### config.mk
export PLATFORM = sky130hd
export DESIGN_NAME = maf_xtalk_gen
export DESIGN_NICKNAME = d
export VERILOG_FILES = /design/src/rtl/maf_xtalk_pkg.sv /design/src/rtl/maf_seq_fsm.sv /design/src/rtl/maf_victim_ctr.sv /design/src/rtl/maf_lane_mux.sv /design/src/rtl/maf_xtalk_gen.sv
export SDC_FILE = /design/constraint.sdc
export NUM_CORES = 1
export LEC_CHECK = 0
export BUFFER_PORTS_ARGS = -buffer_cell sky130_fd_sc_hd__buf_4
export CORE_ASPECT_RATIO = 0.9
export CORE_UTILIZATION = 25
export DETAILED_ROUTE_END_ITERATION = 16
export SYNTH_ARGS = -nofsm -noshare
export SYNTH_HDL_FRONTEND = slang
export SYNTH_HIERARCHICAL = 1
export SYNTH_SLANG_ARGS = --single-unit
### constraint.sdc
create_clock -name clk -period 4.46 [get_ports clk]
set_clock_uncertainty 0.05 [all_clocks]
set_input_delay 1.115 -clock clk [delete_from_list [all_inputs] [get_ports clk]]
set_output_delay 1.115 -clock clk [all_outputs]
set_load 0.01 [all_outputs]
### src/rtl/maf_xtalk_pkg.sv
package maf_xtalk_pkg;

  typedef enum logic [3:0] {
    ST_IDLE = 4'd0,
    ST_P1   = 4'd1,
    ST_P2   = 4'd2,
    ST_P3   = 4'd3,
    ST_P4   = 4'd4,
    ST_P5   = 4'd5,
    ST_P6   = 4'd6,
    ST_P7   = 4'd7,
    ST_P8   = 4'd8
  } step_t;

  typedef struct packed {
    logic vic;
    logic agg;
  } lvl_t;

  // Level pair for each step: the transitions between steps form the
  // six maximal-aggressor fault cases on the victim lane.
  function automatic lvl_t step_levels(step_t s);
    lvl_t l;
    unique case (s)
      ST_P1:   l = '{vic: 1'b0, agg: 1'b0};
      ST_P2:   l = '{vic: 1'b1, agg: 1'b1};
      ST_P3:   l = '{vic: 1'b0, agg: 1'b0};
      ST_P4:   l = '{vic: 1'b0, agg: 1'b1};
      ST_P5:   l = '{vic: 1'b1, agg: 1'b0};
      ST_P6:   l = '{vic: 1'b0, agg: 1'b1};
      ST_P7:   l = '{vic: 1'b1, agg: 1'b1};
      ST_P8:   l = '{vic: 1'b1, agg: 1'b0};
      default: l = '{vic: 1'b0, agg: 1'b0};
    endcase
    return l;
  endfunction

endpackage

### src/rtl/maf_seq_fsm.sv
module maf_seq_fsm
  import maf_xtalk_pkg::*;
(
  input  logic clk,
  input  logic rst_n,
  input  logic start,
  input  logic ready,
  input  logic last_victim,
  output logic active,
  output logic vic_lvl,
  output logic agg_lvl,
  output logic ctr_clr,
  output logic ctr_adv,
  output logic done
);

  step_t state, state_nxt;
  logic  fire;
  lvl_t  lv;

  assign active = (state != ST_IDLE);
  assign fire   = active && ready;

  always_comb begin
    state_nxt = state;
    unique case (state)
      ST_IDLE: if (start) state_nxt = ST_P1;
      ST_P8:   if (fire)  state_nxt = last_victim ? ST_IDLE : ST_P1;
      default: if (fire)  state_nxt = step_t'(state + 4'd1);
    endcase
  end

  assign ctr_clr = (state == ST_IDLE) && start;
  assign ctr_adv = fire && (state == ST_P8) && !last_victim;

  always_ff @(posedge clk or negedge rst_n) begin
    if (!rst_n) begin
      state <= ST_IDLE;
      done  <= 1'b0;
    end else begin
      state <= state_nxt;
      done  <= fire && (state == ST_P8) && last_victim;
    end
  end

  always_comb begin
    lv      = step_levels(state);
    vic_lvl = lv.vic;
    agg_lvl = lv.agg;
  end

endmodule

### src/rtl/maf_victim_ctr.sv
module maf_victim_ctr #(
  parameter int LANES = 8,
  localparam int CW = (LANES > 1) ? $clog2(LANES) : 1
) (
  input  logic          clk,
  input  logic          rst_n,
  input  logic          clr,
  input  logic          adv,
  output logic [CW-1:0] idx,
  output logic          last
);

  localparam logic [CW-1:0] LAST_IDX = CW'(LANES - 1);

  assign last = (idx == LAST_IDX);

  always_ff @(posedge clk or negedge rst_n) begin
    if (!rst_n)   idx <= '0;
    else if (clr) idx <= '0;
    else if (adv) idx <= idx + 1'b1;
  end

endmodule

### src/rtl/maf_lane_mux.sv
module maf_lane_mux #(
  parameter int LANES = 8,
  localparam int CW = (LANES > 1) ? $clog2(LANES) : 1
) (
  input  logic [CW-1:0]    idx,
  input  logic             active,
  input  logic             vic_lvl,
  input  logic             agg_lvl,
  output logic [LANES-1:0] word
);

  for (genvar i = 0; i < LANES; i++) begin : g_lane
    logic sel;
    assign sel     = (idx == CW'(i));
    assign word[i] = active & (sel ? vic_lvl : agg_lvl);
  end

endmodule

### src/rtl/maf_xtalk_gen.sv
module maf_xtalk_gen #(
  parameter int LANES = 8
) (
  input  logic             clk,
  input  logic             rst_n,
  input  logic             start_i,
  input  logic             ready_i,
  output logic [LANES-1:0] word_o,
  output logic             valid_o,
  output logic             finish_o
);

  localparam int CW = (LANES > 1) ? $clog2(LANES) : 1;

  logic          active, vic_lvl, agg_lvl, ctr_clr, ctr_adv, last_victim;
  logic [CW-1:0] victim_idx;

  maf_seq_fsm u_fsm (
    .clk         (clk),
    .rst_n       (rst_n),
    .start       (start_i),
    .ready       (ready_i),
    .last_victim (last_victim),
    .active      (active),
    .vic_lvl     (vic_lvl),
    .agg_lvl     (agg_lvl),
    .ctr_clr     (ctr_clr),
    .ctr_adv     (ctr_adv),
    .done        (finish_o)
  );

  maf_victim_ctr #(.LANES(LANES)) u_ctr (
    .clk   (clk),
    .rst_n (rst_n),
    .clr   (ctr_clr),
    .adv   (ctr_adv),
    .idx   (victim_idx),
    .last  (last_victim)
  );

  maf_lane_mux #(.LANES(LANES)) u_mux (
    .idx     (victim_idx),
    .active  (active),
    .vic_lvl (vic_lvl),
    .agg_lvl (agg_lvl),
    .word    (word_o)
  );

  assign valid_o = active;

endmodule

## Word-level counts from Yosys, hierarchy flattened

Memory sizes are Yosys's and may differ from the RTL's.
Cells that the tools add are included.

| word-level totals | value |
|---|---|
| bits of input ports | 4 |
| output and inout bits | 10 |
| word-level logic and storage cells | 51 |
| bits in registers | 8 |
| memories kept | 1 |
| ROM bits | 32 |

Memories:

| memory | words | bits a word | read ports | clocked after Yosys merged registers in | write ports | RTL line | RTL |
|---|---|---|---|---|---|---|---|
| (no name shown) | 16 | 2 | 1 | 0 | 0 | maf_xtalk_pkg.sv:24 | `unique case (s)` |

| cells by class | value |
|---|---|
| muxes and demuxes | 15 |
| bitwise logic cells | 8 |
| reductions and logical operators | 12 |
| equal/unequal tests | 10 |
| add/sub/neg operators | 2 |

Operators with widths:

| kind | number |
|---|---|
| == test 3 bit, second input constant | 4 |
| 2-to-1 mux 4 bit | 3 |
| 2-to-1 mux 1 bit | 9 |
| bitwise AND 1 bit | 8 |
| one-hot mux 4 bit (2 select lines) | 1 |
| == test 3 x 2 -> 1 bit, second input constant | 2 |
| 2-to-1 mux 3 bit | 2 |
| logical AND 1 bit | 5 |
| adder 4 x 1 -> 4 bit, second input constant | 1 |
| == test 4 bit, second input constant | 1 |
| logical NOT 4 bit | 1 |
| nonzero test 2 bit | 2 |
| nonzero test 4 bit | 1 |
| adder 3 x 1 -> 3 bit, second input constant | 1 |
| == test 3 x 1 -> 1 bit, second input constant | 1 |
| logical NOT 3 bit | 1 |
| AND reduction 3 bit | 1 |
| inequality test 2 x 1 -> 1 bit, second input constant | 1 |
| inequality test 2 bit, second input constant | 1 |
| logical NOT 1 bit | 1 |

## Depth between registers and ports, before layout

Gate-level depths: netlist (run 1).

| logic depth | value |
|---|---|
| depth after elaboration | 6 |
| depth in mapped cells | 7 |
| depth with buffers taken out | 7 |

## Cells and area by module

Netlist (run 1), hierarchy kept.

By module, submodules not included:

| module | instances | cells an instance | sequential area each (sq um) | area each (sq um) |
|---|---|---|---|---|
| maf_seq_fsm | 1 | 44 | 125.1 | 414.1 |
| maf_lane_mux | 1 | 18 | 0.0 | 142.6 |
| maf_victim_ctr | 1 | 11 | 75.1 | 140.1 |

## Worst setup path after synthesis (run 1)

Ideal clock, no wire load.

| timing | value |
|---|---|
| path type | flip-flop to output port |
| start point | register u_fsm.state[0] |
| end point | output port word_o[3] |
| required time | 3.295 ns |
| slack | 1.855 ns |
| buffers on the path | 0 |
| data arrival time | 1.440 ns |
| cell stages (with the launch flop) | 7 |
| cell sequence | dfrtp_1 inv_1 ha_1 nor3b_4 inv_1 nand2_1 mux2i_1 |

| on the way | value |
|---|---|
| elaborated cells on any way between the ends | 4 |
| those cells by class | mux (1); bitwise (1); reduce/logical (1); memory (1) |

RTL lines:

| item | RTL line | RTL |
|---|---|---|
| start, declared | maf_seq_fsm.sv:17 | `step_t state, state_nxt;` |
| start signal, assigned | maf_seq_fsm.sv:41 | `state <= state_nxt;` |
| nonzero test 4 bit | maf_seq_fsm.sv:21 | `assign active = (state != ST_IDLE);` |
| named net valid_o | maf_xtalk_gen.sv:9 | `output logic valid_o,` |
| bitwise AND 1 bit | maf_lane_mux.sv:15 | `assign word[i] = active & (sel ? vic_lvl : agg_lvl);` |
| end, declared | maf_xtalk_gen.sv:8 | `output logic [LANES-1:0] word_o,` |

The timed path passes the listed nets, and every way through them passes these cells.

## Final worst setup path (run 1)

| timing | value |
|---|---|
| start point | register u_fsm.state[0] |
| end point | output port word_o[1] |

| on the way | value |
|---|---|
| word-level cells in the longest chain between the ends | 3 |
| elaborated cells on any way between the ends | 4 |
| those cells by class | mux (1); bitwise (1); reduce/logical (1); memory (1) |

RTL lines:

| item | RTL line | RTL |
|---|---|---|
| memory read (16 x 2 bit) | -- |  |
| named net vic_lvl | maf_xtalk_gen.sv:15 | `logic active, vic_lvl, agg_lvl, ctr_clr, ctr_adv, last_victim;` |
| 2-to-1 mux 1 bit | maf_lane_mux.sv:15 |  |
| bitwise AND 1 bit | maf_lane_mux.sv:15 |  |

The timed path passes the listed nets, and every way through them passes these cells.

==> metrics.md, run 1 <==
| Metric | Value |
|---|---|
| Remaining DRCs | `0` |
| Cell Area, Synth | `697 um^2` |
| Port Buf Inserts | `13` |
| Core area | `2550 um^2` |
| Int Pwr | `0.295 mW` |
| Static Leak | `0.415 nW` |
| Die H | `52.1 um` |
| Worst-path clk slew | `60 ps` |
| Row count | `17` |
| Crit start category | `register` |
| Post-DP HPWL | `1030 um` |
| Clock Latency Late Sink | `250 ps` |
| Run status | `finished, final reports clean` |
| Final setup viols | `0` |
| Post-synth top area share | `28.7%` |
| Initial antenna violation count | `0` |
| Clock sink count | `8` |
| Synth Warn # | `6` |
| Most frequent cell after synthesis | `mux2i_1` |
| Synth top area cells | `dfrtp_1, mux2i_1, ha_1, nand2_1, nor2_1` |
| Post-Place Setup Slack | `around 1600 ps` |
| Critical path endpoint category | `primary output` |
| Met1 GRT Util | `13.2%` |
| Final worst slack | `1330 ps` |
| Fill count | `275` |
| Clock share of power | `10.0%` |
| Synth-to-layout area growth | `19.0%` |
| Combinational cell fraction of total power | `between 60% and 70%` |
| RSZ-0062 raised after global routing | `no` |
| Worst R2R Start | `u_fsm/state[0]` |
| Tot GR Track Use | `10.3%` |
| Max Buffers Root-to-Sink | `2` |
| WL final | `1330 um` |
| Top cell type by total area after synthesis | `dfrtp_1` |
| Drt initial violations | `3` |
| Met3 Use GR | `4.73%` |
| Synth cell count leaders | `mux2i_1, dfrtp_1, nand2_1, nor2_1, ha_1` |
| Worst EP arrival | `1970 ps` |
| NetSw | `0.236 mW` |
| Seq cells post-synth | `8` |
| R2R depth | `7` |
| Fin. Hold Viols | `0` |
| Sw frac | `between 40% and 50%` |
| Vias post-DR | `531` |
| Gpl congestion | `0.812` |
| Max-cap viol count | `0` |
| Async SR Flop Fraction | `100%` |
| ANT cells | `0` |
| Setup TNS | `0 ps` |
| Drt via density | `between 4 and 5` |
| CTS Hold Bufs | `0` |
| Total iterations of the first detailed-routing run | `3` |
| Slew Limit Fails | `0` |
| Grt peak-use layer | `met2` |
| Post-synth EDFFs | `0` |
| DRT antenna net count | `0` |
| Min Tclk post-route | `3130 ps` |
| Maximum clock rate | `319 MHz` |
| First-pass GRT wire length | `2290 um` |
| VDD IR max | `0.243 mV` |
| FF-to-FF End | `u_ctr/idx[2]` |
| Post-synth top flop | `dfrtp_1` |
| Die X | `57.7 um` |
| Io pins | `14` |
| CTS root buffer | `clkbuf_4` |
| Largest net degree at the start of global routing | `11` |
| # resized after CTS | `0` |
| Die footprint | `approximately 3000 um^2` |
| Setup Buffers After CTS | `0` |
| Power density over cell area | `640 nW/um^2` |
| Grt ovf | `0` |
| Crit Path Class | `reg2out` |
| Sequential area share after synthesis | `between 20% and 30%` |
| Syn Nets | `slightly above 80` |
| Distinct cell type count after synthesis | `26` |
| R2r setup slk | `2540 ps` |
| Syn Area/Cell | `9.55 um^2` |
| Sequential power share | `between 20 and 30%` |
| H-tree depth | `1` |
| Worst relative slew slack | `between 70 and 80%` |
| CTS tree | `yes` |
| Met2 Usage GRT | `15.9%` |
| CP required | `3290 ps` |
| Starting Density | `between 20% and 30%` |
| Post-synthesis instance total | `73` |
| Drt wl/cell | `11.6 um` |
| Measured slew at the worst slew-check pin | `390 ps` |
| Number of global-route vias before repair | `509` |
| CTS buffer count | `3` |
| Worst-path fanout max | `9` |
| Final #Nets | `99` |
| Hold Path Class | `in2async` |
| Share of cells above drive strength 1 | `a little under a quarter` |
| Period utilization | `70.3%` |
## logic make-up (layout without fill, tap and decap cells)
kind of cell	count (synthesis)	count (layout)	share of synthesized area [%]
XOR/XNOR	1	1	1.26
flip-flops	8	8	28.7
adder cells (fa/ha/maj)	6	6	10.8
buffers and inverters	7	21	5.92
AO/OA/AOI/OAI	10	10	10.6
AND/OR/NAND/NOR	29	29	24.8
multiplexers	12	12	18.0
## how the worst max path moves through the flow
stage / startpoint / to / slack (ps)
detailed placement: u_fsm/state[0] / word_o[2] / 1590
finish: u_fsm/state[0] / word_o[1] / 1330
global route: u_fsm/state[0] / word_o[1] / 1100
floorplan: u_fsm/state[0] / word_o[3] / 1850
CTS: u_fsm/state[0] / word_o[2] / 1310
global placement: u_fsm/state[0] / word_o[0] / 1700
## placed cells by master (no fill, tap or decap), drive strengths merged
master	n
and4b	1
nor2	7
a21o	1
o22ai	2
nand3b	3
o21ai	3
nand2b	1
buf	13
dfrtp	8
inv	5
xnor2	1
ha	6
and2	1
a211oi	2
nor3b	4
nand3	2
a221o	1
nor2b	1
mux2i	11
mux2	1
clkbuf	3
nand2	7
a21boi	1
nor3	2
## flip-flops by register name (all words and copies together), names as in the netlist
| name | count |
|---|---|
| u_fsm/state | 4 |
| u_fsm/done | 1 |
| u_ctr/idx | 3 |
## worst max-delay path, stage by stage, from the launching register on
cell and delay [ps]:
dfrtp_1 470, inv_1 140, ha_1 220, nor2b_4 220, nand2_1 70, o21ai_1 80
nand2_1 170, mux2i_1 200, buf_4 150
## routing by layer
metal  vias to the layer above  share of wire, %
met2                         6                46
met4                         0              0.67
li1                        288                 -
met5                         -                 0
met1                       235                51
met3                         2               2.9
## power by group through the flow
stage / sequential, mW / clock [mW] / combinational (mW)
2_1_floorplan: 0.118 / 0 / 0.251
3_3_place_gp: 0.144 / 0 / 0.328
3_5_place_dp: 0.147 / 0 / 0.335
4_1_cts: 0.146 / 0.0560 / 0.337
5_1_grt: 0.153 / 0.0615 / 0.370
6_report: 0.146 / 0.0531 / 0.332
## area by class of cell
| cell class | count | area, um^2 | area share, % |
|---|---|---|---|
| clock buffers | 3 | 22.5 | 2.71 |
| inverters | 5 | 18.8 | 2.26 |
| multi-input cells | 58 | 455 | 54.9 |
| flip-flops and latches | 8 | 200 | 24.1 |
| well taps | 28 | 35.0 | 4.22 |
| repair buffers | 13 | 97.6 | 11.8 |
## stage by stage
| step | area [um^2] | utilization, % | hold WS [ps] | power [mW] | std cells |
|---|---|---|---|---|---|
| 2_1_floorplan | 697 | - | 523 | 0.369 | 73 |
| 3_3_place_gp | 807 | 31.6 | 627 | 0.472 | 112 |
| 3_5_place_dp | 807 | 31.6 | 634 | 0.482 | 112 |
| 4_1_cts | 830 | 32.5 | 616 | 0.539 | 115 |
| 5_1_grt | 830 | 32.5 | 619 | 0.584 | 115 |
| 6_report | 830 | 32.5 | 621 | 0.531 | 115 |
No activity file was read; power rests on OpenSTA's default activity.
==> run 2, diff against run 1 <==
ABC_AREA = 1   (was default)
clock period = 2.75 ns   (was 4.46 ns; I/O delays follow)
==> run 2 against run 1 <==
Clock-buffer cell count unchanged. Via count increased by 35%. Die area increased by 10%. Sequential power increased by 47%.
==> metrics.md, run 2 <==
| Metric | Value |
|---|---|
| Crit Path Class | `reg2out (unchanged)` |
| DRT antenna net count | `0 (unchanged)` |
| Sequential area share after synthesis | `25.9% (was 28.7%)` |
| Power density over cell area | `1070 nW/um^2 (was 640 nW/um^2)` |
| Largest family of logic cells by synthesized area | `simple AND/OR/NAND/NOR gates (unchanged)` |
| Crit start category | `register (unchanged)` |
| Die X | `60.6 um (was 57.7 um)` |
| Most frequent cell after synthesis | `nand2_1 (was mux2i_1)` |
| Number of global-route vias before repair | `639 (was 509)` |
| Io pins | `14 (unchanged)` |
| Worst-path fanout max | `8 (was 9)` |
| Compound-cell area share of the yosys netlist | `6.65% (was 10.6%)` |
| Commonest non-fill, non-tap cell in the layout | `nand2_1 (was buf_4)` |
| Async SR Flop Fraction | `100% (unchanged)` |
| Slew Limit Fails | `0 (unchanged)` |
| Setup TNS | `0 ps (unchanged)` |
| Drt wl/cell | `9.11 um (was 11.6 um)` |
| Power, Total | `1.01 mW (was 0.531 mW)` |
| Cell Area, Synth | `772 um^2 (was 697 um^2)` |
| Final core utilization | `33.2% (was 32.5%)` |
| Mux contribution to synthesized area | `1.30% (was 18.0%)` |
| Fin. Hold Viols | `0 (unchanged)` |
| Synth top area cells | `dfrtp_1, nand2_1, nand3_1, ha_1, nor2_1 (was dfrtp_1, mux2i_1, ha_1, nand2_1, nor2_1)` |
| Syn Area/Cell | `6.60 um^2 (was 9.55 um^2)` |
| Row count | `18 (was 17)` |
| R2r setup slk | `1060 ps (was 2540 ps)` |
| Critical path endpoint category | `primary output (unchanged)` |
| Max-cap viol count | `0 (unchanged)` |
| Top cell type by total area after synthesis | `dfrtp_1 (unchanged)` |
| Run status | `finished, final reports clean (unchanged)` |
| Non-filler instance count after layout | `172 (was 115)` |
| Final #Nets | `144 (was 99)` |
| Drt via density | `4.16 (was 4.62)` |
| Measured slew at the worst slew-check pin | `310 ps (was 390 ps)` |
| CP required | `2010 ps (was 3290 ps)` |
| Tot GR Track Use | `10.8% (was 10.3%)` |
| Fill count | `325 (was 275)` |
| ANT cells | `0 (unchanged)` |
| Gpl congestion | `0.825 (was 0.812)` |
| Leading cell types in the layout, fill and taps excluded | `nand2_1, nor2_1, nand3_1, inv_1, buf_4 (was buf_4, mux2i_1, dfrtp_1, nor2_1, nand2_1)` |
| Post-synth top area share | `25.9% (was 28.7%)` |
| Starting Density | `27.2% (was 27.3%)` |
| Clock sink count | `8 (unchanged)` |
| CTS tree | `yes (unchanged)` |
| Share of cells above drive strength 1 | `24.2% (was 23.0%)` |
| Top Registers | `u_fsm/state x4, u_ctr/idx x3, u_fsm/done x1 (unchanged)` |
| Maximum clock rate | `394 MHz` |
| Grt ovf | `0 (unchanged)` |
| Final setup viols | `0 (unchanged)` |
| Distinct cell type count after synthesis | `21 (was 26)` |
| Period utilization | `92.4%` |
| Post-synth EDFFs | `0 (unchanged)` |
| Hold Path Class | `in2async (unchanged)` |
| VDD IR max | `0.231 mV (was 0.243 mV)` |
| H-tree depth | `1 (unchanged)` |
| CTS buffer count | `3 (unchanged)` |
| Synth cell count leaders | `nand2_1, nor2_1, nand3_1, inv_1, dfrtp_1 (was mux2i_1, dfrtp_1, nand2_1, nor2_1, ha_1)` |
| Max Buffers Root-to-Sink | `2 (unchanged)` |
| Static Leak | `0.534 nW (was 0.415 nW)` |
| Initial antenna violation count | `0 (unchanged)` |
| Max reg flops | `4 (unchanged)` |
| Total iterations of the first detailed-routing run | `4 (was 3)` |
| RSZ-0062 raised after global routing | `no (unchanged)` |
| Seq cells post-synth | `8 (unchanged)` |
| Dpl cells | `169 (was 112)` |
| Min Tclk post-route | `2540 ps` |
| Die H | `54.7 um (was 52.1 um)` |
| FF/Latch Area | `201 um^2 (was 200 um^2)` |
| Post-synthesis instance total | `117 (was 73)` |
| Post-synth top flop | `dfrtp_1 (unchanged)` |
| CTS root buffer | `clkbuf_4 (unchanged)` |
| Synth-to-layout area growth | `21.9% (was 19.0%)` |
| Largest net degree at the start of global routing | `12 (was 11)` |
| Post-Synth XOR/XNOR Area | `1.13% (was 1.26%)` |
| Synth Warn # | `6 (unchanged)` |
| Core area | `2840 um^2 (was 2550 um^2)` |
| Worst relative slew slack | `79.3% (was 74.0%)` |
| Clock Latency Late Sink | `250 ps (about the same)` |
| First-pass GRT wire length | `2650 um (was 2290 um)` |
| Syn Nets | `127 (was 83)` |
| Remaining DRCs | `0 (unchanged)` |
| Post-DP HPWL | `1230 um (was 1030 um)` |
| Worst-path clk slew | `50 ps (was 60 ps)` |
| Vias post-DR | `715 (was 531)` |
| Drt initial violations | `22 (was 3)` |
| WL final | `1570 um (was 1330 um)` |
| Worst EP arrival | `1800 ps (was 1970 ps)` |
| Post-Synth Simple-Gate Area | `44.9% (was 24.8%)` |
| Port Buf Inserts | `13 (unchanged)` |
| Largest Register | `u_fsm/state (unchanged)` |
| Die footprint | `3310 um^2 (was 3000 um^2)` |
| Synth Area in Adders | `9.72% (was 10.8%)` |
| Footprint of the multi-input gates | `498 um^2 (was 455 um^2)` |
==> run 2: cell types whose count changed in the layout (fill, tap and decap cells not counted), sizes merged, moves of 4 or more <==
| cell | before | now |
|---|---|---|
| mux2i | 11 | 1 |
| nor3b | 4 | 0 |
| nand2 | 7 | 34 |
| nand3 | 2 | 18 |
| nor2 | 7 | 22 |
| inv | 5 | 17 |
==> run 2: worst paths after layout <==
kind | from | endpoint | cells after the start
min in group clk | u_fsm/state[1] | u_fsm/state[1] | 2
worst min register to register | u_fsm/state[1] | u_fsm/state[1] | 2
worst min-delay path | rst_n | u_fsm/done | 1
max in group asynchronous | rst_n | u_fsm/state[0] | 1
worst max-delay path | u_fsm/state[0] | word_o[6] | 8
worst max register to register | u_fsm/state[0] | u_ctr/idx[0] | 9
==> run 2: worst max-delay path, stage by stage (launching register included) <==
cell and delay [ps]:
dfrtp_2 450, inv_1 100, ha_2 250, nand2_2 130
mux2i_2 180, buf_4 170, nor2_1 50, nor2_1 100
buf_4 120
==> run 2: per-layer routing <==
metal	wire length [um]	vias to the layer above	track usage, %
li1	-	397	-
met1	865	307	15.3
met5	0	-	0
met3	45	0	2.13
met4	0	0	4.55
met2	656	11	15.8
==> run 2: kinds of logic (layout without fill, tap and decap cells) <==
family	Yosys count	after routing
and+or+nand+nor	75	75
buffers and inverters	19	34
DFF	8	8
AOI/OAI and AO/OA	7	7
adders and majority gates	6	6
xor gates and xnor gates	1	1
muxes	1	1
==> run 2: area by class of cell <==
cell class	count	share of cell area, %
clock buffer	3	2.39
tap	40	5.32
sequential	8	21.4
inverter	17	6.78
multi-input combinational	90	52.9
timing repair buffer	14	11.2
==> run 2: repair_timing <==
item	4_1_cts	5_1_grt
resized for setup	0	3
hold buffers	0	0
buffers inserted	0	0
setup endpoints to repair	0	8
==> run 2: report_power, final <==
| group | total [mW] | internal [mW] | switching [mW] | leakage [nW] |
|---|---|---|---|---|
| sequential | 0.215 | 0.150 | 0.0652 | 0.106 |
| clock | 0.0861 | 0.0497 | 0.0364 | 0.0138 |
| combinational | 0.706 | 0.302 | 0.404 | 0.414 |
| total | 1.01 | 0.501 | 0.505 | 0.534 |
==> run 2: stage by stage <==
| stage | setup slack (ps) | hold slack [ps] | instance area, um^2 |
|---|---|---|---|
| after floorplan | 356 | 342 | 772 |
| after global placement | 436 | 463 | 911 |
| after detailed placement | 366 | 463 | 911 |
| after CTS | 83.2 | 189 | 933 |
| after global routing | 44.7 | 182 | 941 |
| final | 210 | 194 | 941 |
==> run 3, diff against run 2 <==
CTS_CLUSTER_DIAMETER = 50   (was default)
PLACE_DENSITY_LB_ADDON = 0.12   (was default)
==> run 3 against run 2 <==
Total power shrank 0.61%. Combinational power is 0.7% lower. Register-to-register slack about the same. Clock-buffer cell count is the same. Global-route usage increased by 0.37 points. Highest routed layer unchanged.
==> metrics.md, run 3 (synthesis gave the netlist of run 2 again) <==
| Metric | Value |
|---|---|
| Largest net degree at the start of global routing | `12 (unchanged)` |
| Final setup viols | `0 (unchanged)` |
| Setup Buffers After CTS | `0 (unchanged)` |
| Max reg flops | `4 (unchanged)` |
| Remaining DRCs | `0 (unchanged)` |
| Tot GR Track Use | `11.2% (was 10.8%)` |
| Die footprint | `3310 um^2 (unchanged)` |
| Core area | `2840 um^2 (unchanged)` |
| Port Buf Inserts | `13 (unchanged)` |
| Static Leak | `0.532 nW (was 0.534 nW)` |
| Leading cell types in the layout, fill and taps excluded | `nand2_1, nor2_1, nand3_1, inv_1, buf_4 (unchanged)` |
| Drt initial violations | `20 (was 22)` |
| Clock Latency Late Sink | `250 ps (about the same)` |
| Power density over cell area | `1070 nW/um^2 (about the same)` |
| Gpl congestion | `0.751 (was 0.825)` |
| Worst-path cell chain | `inv_1 -> ha_2 -> nand2_2 -> mux2i_1 -> buf_4 -> nor2_1 -> nor2_1 -> buf_4 (was inv_1 -> ha_2 -> nand2_2 -> mux2i_2 -> buf_4 -> nor2_1 -> nor2_1 -> buf_4)` |
| Non-filler instance count after layout | `172 (unchanged)` |
| Dpl cells | `169 (unchanged)` |
| CTS Hold Bufs | `0 (unchanged)` |
| ANT cells | `0 (unchanged)` |
| Vias post-DR | `729 (was 715)` |
| CTS tree | `yes (unchanged)` |
| Slew Limit Fails | `0 (unchanged)` |
| Grt ovf | `0 (unchanged)` |
| Commonest non-fill, non-tap cell in the layout | `nand2_1 (unchanged)` |
| Min Tclk post-route | `2580 ps (was 2540 ps)` |
| Setup TNS | `0 ps (unchanged)` |
| Row count | `18 (unchanged)` |
| Starting Density | `27.2% (unchanged)` |
| Largest Register | `u_fsm/state (unchanged)` |
| Slowest CP cell | `dfrtp_2 (unchanged)` |
| VDD IR max | `0.411 mV (was 0.231 mV)` |
| Post-DP HPWL | `1320 um (was 1230 um)` |
| Worst EP arrival | `1840 ps (was 1800 ps)` |
| First-pass GRT wire length | `2820 um (was 2650 um)` |
| CTS root buffer | `clkbuf_4 (unchanged)` |
| Top Registers | `u_fsm/state x4, u_ctr/idx x3, u_fsm/done x1 (unchanged)` |
| Critical path endpoint category | `primary output (unchanged)` |
| Clock sink count | `8 (unchanged)` |
| Synth-to-layout area growth | `21.4% (was 21.9%)` |
| H-tree depth | `1 (unchanged)` |
| Max-cap viol count | `0 (unchanged)` |
| WL final | `1620 um (was 1570 um)` |
| CP top delay family | `flip-flops (unchanged)` |
| Initial antenna violation count | `0 (unchanged)` |
| Maximum clock rate | `388 MHz (was 394 MHz)` |
| Run status | `finished, final reports clean (unchanged)` |
| # resized after CTS | `0 (unchanged)` |
| Io pins | `14 (unchanged)` |
| Total iterations of the first detailed-routing run | `4 (unchanged)` |
| Fin. Hold Viols | `0 (unchanged)` |
| Period utilization | `93.8% (was 92.4%)` |
| Crit start category | `register (unchanged)` |
| DRT antenna net count | `0 (unchanged)` |
| Share of cells above drive strength 1 | `23.5% (was 24.2%)` |
| Crit Path Class | `reg2out (unchanged)` |
| Worst path bufs/invs | `3 (unchanged)` |
| Worst-path fanout max | `8 (unchanged)` |
| Drt via density | `4.24 (was 4.16)` |
| RSZ-0062 raised after global routing | `no (unchanged)` |
| Number of global-route vias before repair | `659 (was 639)` |
| CTS buffer count | `3 (unchanged)` |
| CP peak stage delay | `450 ps (about the same)` |
| Hold Path Class | `in2async (unchanged)` |
| Power, Total | `1.00 mW (was 1.01 mW)` |
| Drt wl/cell | `9.42 um (was 9.11 um)` |
| Worst relative slew slack | `77.7% (was 79.3%)` |
| Die H | `54.7 um (unchanged)` |
| Max Buffers Root-to-Sink | `2 (unchanged)` |
| Final #Nets | `144 (unchanged)` |
| Measured slew at the worst slew-check pin | `334 ps (was 310 ps)` |
| Worst-path clk slew | `50 ps (about the same)` |
| Die X | `60.6 um (unchanged)` |
| CP required | `2010 ps (about the same)` |
## run 3: cell types whose count changed in the layout (fill, tap and decap cells not counted)
cell / change
mux2i_2: -1
mux2i_1: +1
## run 3: final cells by class
cell class / instances / area, um^2
fillers: 330 / 1900
multi-input cells: 90 / 494
flip-flops and latches: 8 / 201
repair buffers: 14 / 105
inverters: 17 / 63.8
well taps: 40 / 50.0
clock buffers: 3 / 22.5
## run 3: path summary, 6_finish.rpt
check	endpoint	slack (ps)	startpoint	depth (start not counted)
worst max-delay path	word_o[6]	170	u_fsm/state[0]	8
worst min-delay path	u_fsm/state[2]	190	rst_n	1
worst max register to register	u_ctr/idx[0]	1050	u_fsm/state[0]	9
worst min register to register	u_fsm/state[0]	530	u_fsm/state[0]	2
max in group asynchronous	u_fsm/state[0]	2320	rst_n	1
min in group clk	u_fsm/state[0]	530	u_fsm/state[0]	2
## run 3: layer usage
layer,wire length (um),GRT usage (%)
met1,870,17.0
met2,691,17.2
met3,58,2.13
met4,0,0
met5,0,0
## run 3: worst reg2reg max path, cell delays in order (launching register included)
cell and delay (ps):
dfrtp_2 450, inv_1 100, ha_2 250, nand2_2 120, inv_2 70, nand3_1 90, nor2_1 260, nor2_2 80
nand2_1 60, nand2_1 50
## run 3: where the power goes
part / leakage [nW] / total, mW / switching, mW / internal [mW]
Sequential: 0.106 / 0.214 / 0.0640 / 0.150
Combinational: 0.412 / 0.701 / 0.404 / 0.297
Clock: 0.0138 / 0.0856 / 0.0359 / 0.0497
## run 3: through the flow
step / hold WS (ps) / worst slack [ps] / area, um^2 / utilization, %
floorplan: 342 / 356 / 772 / -
global placement: 463 / 420 / 911 / 32.1
detailed placement: 460 / 342 / 911 / 32.1
CTS: 193 / 66.4 / 933 / 32.9
global route: 195 / 6.43 / 937 / 33.0
finish: 194 / 172 / 937 / 33.0
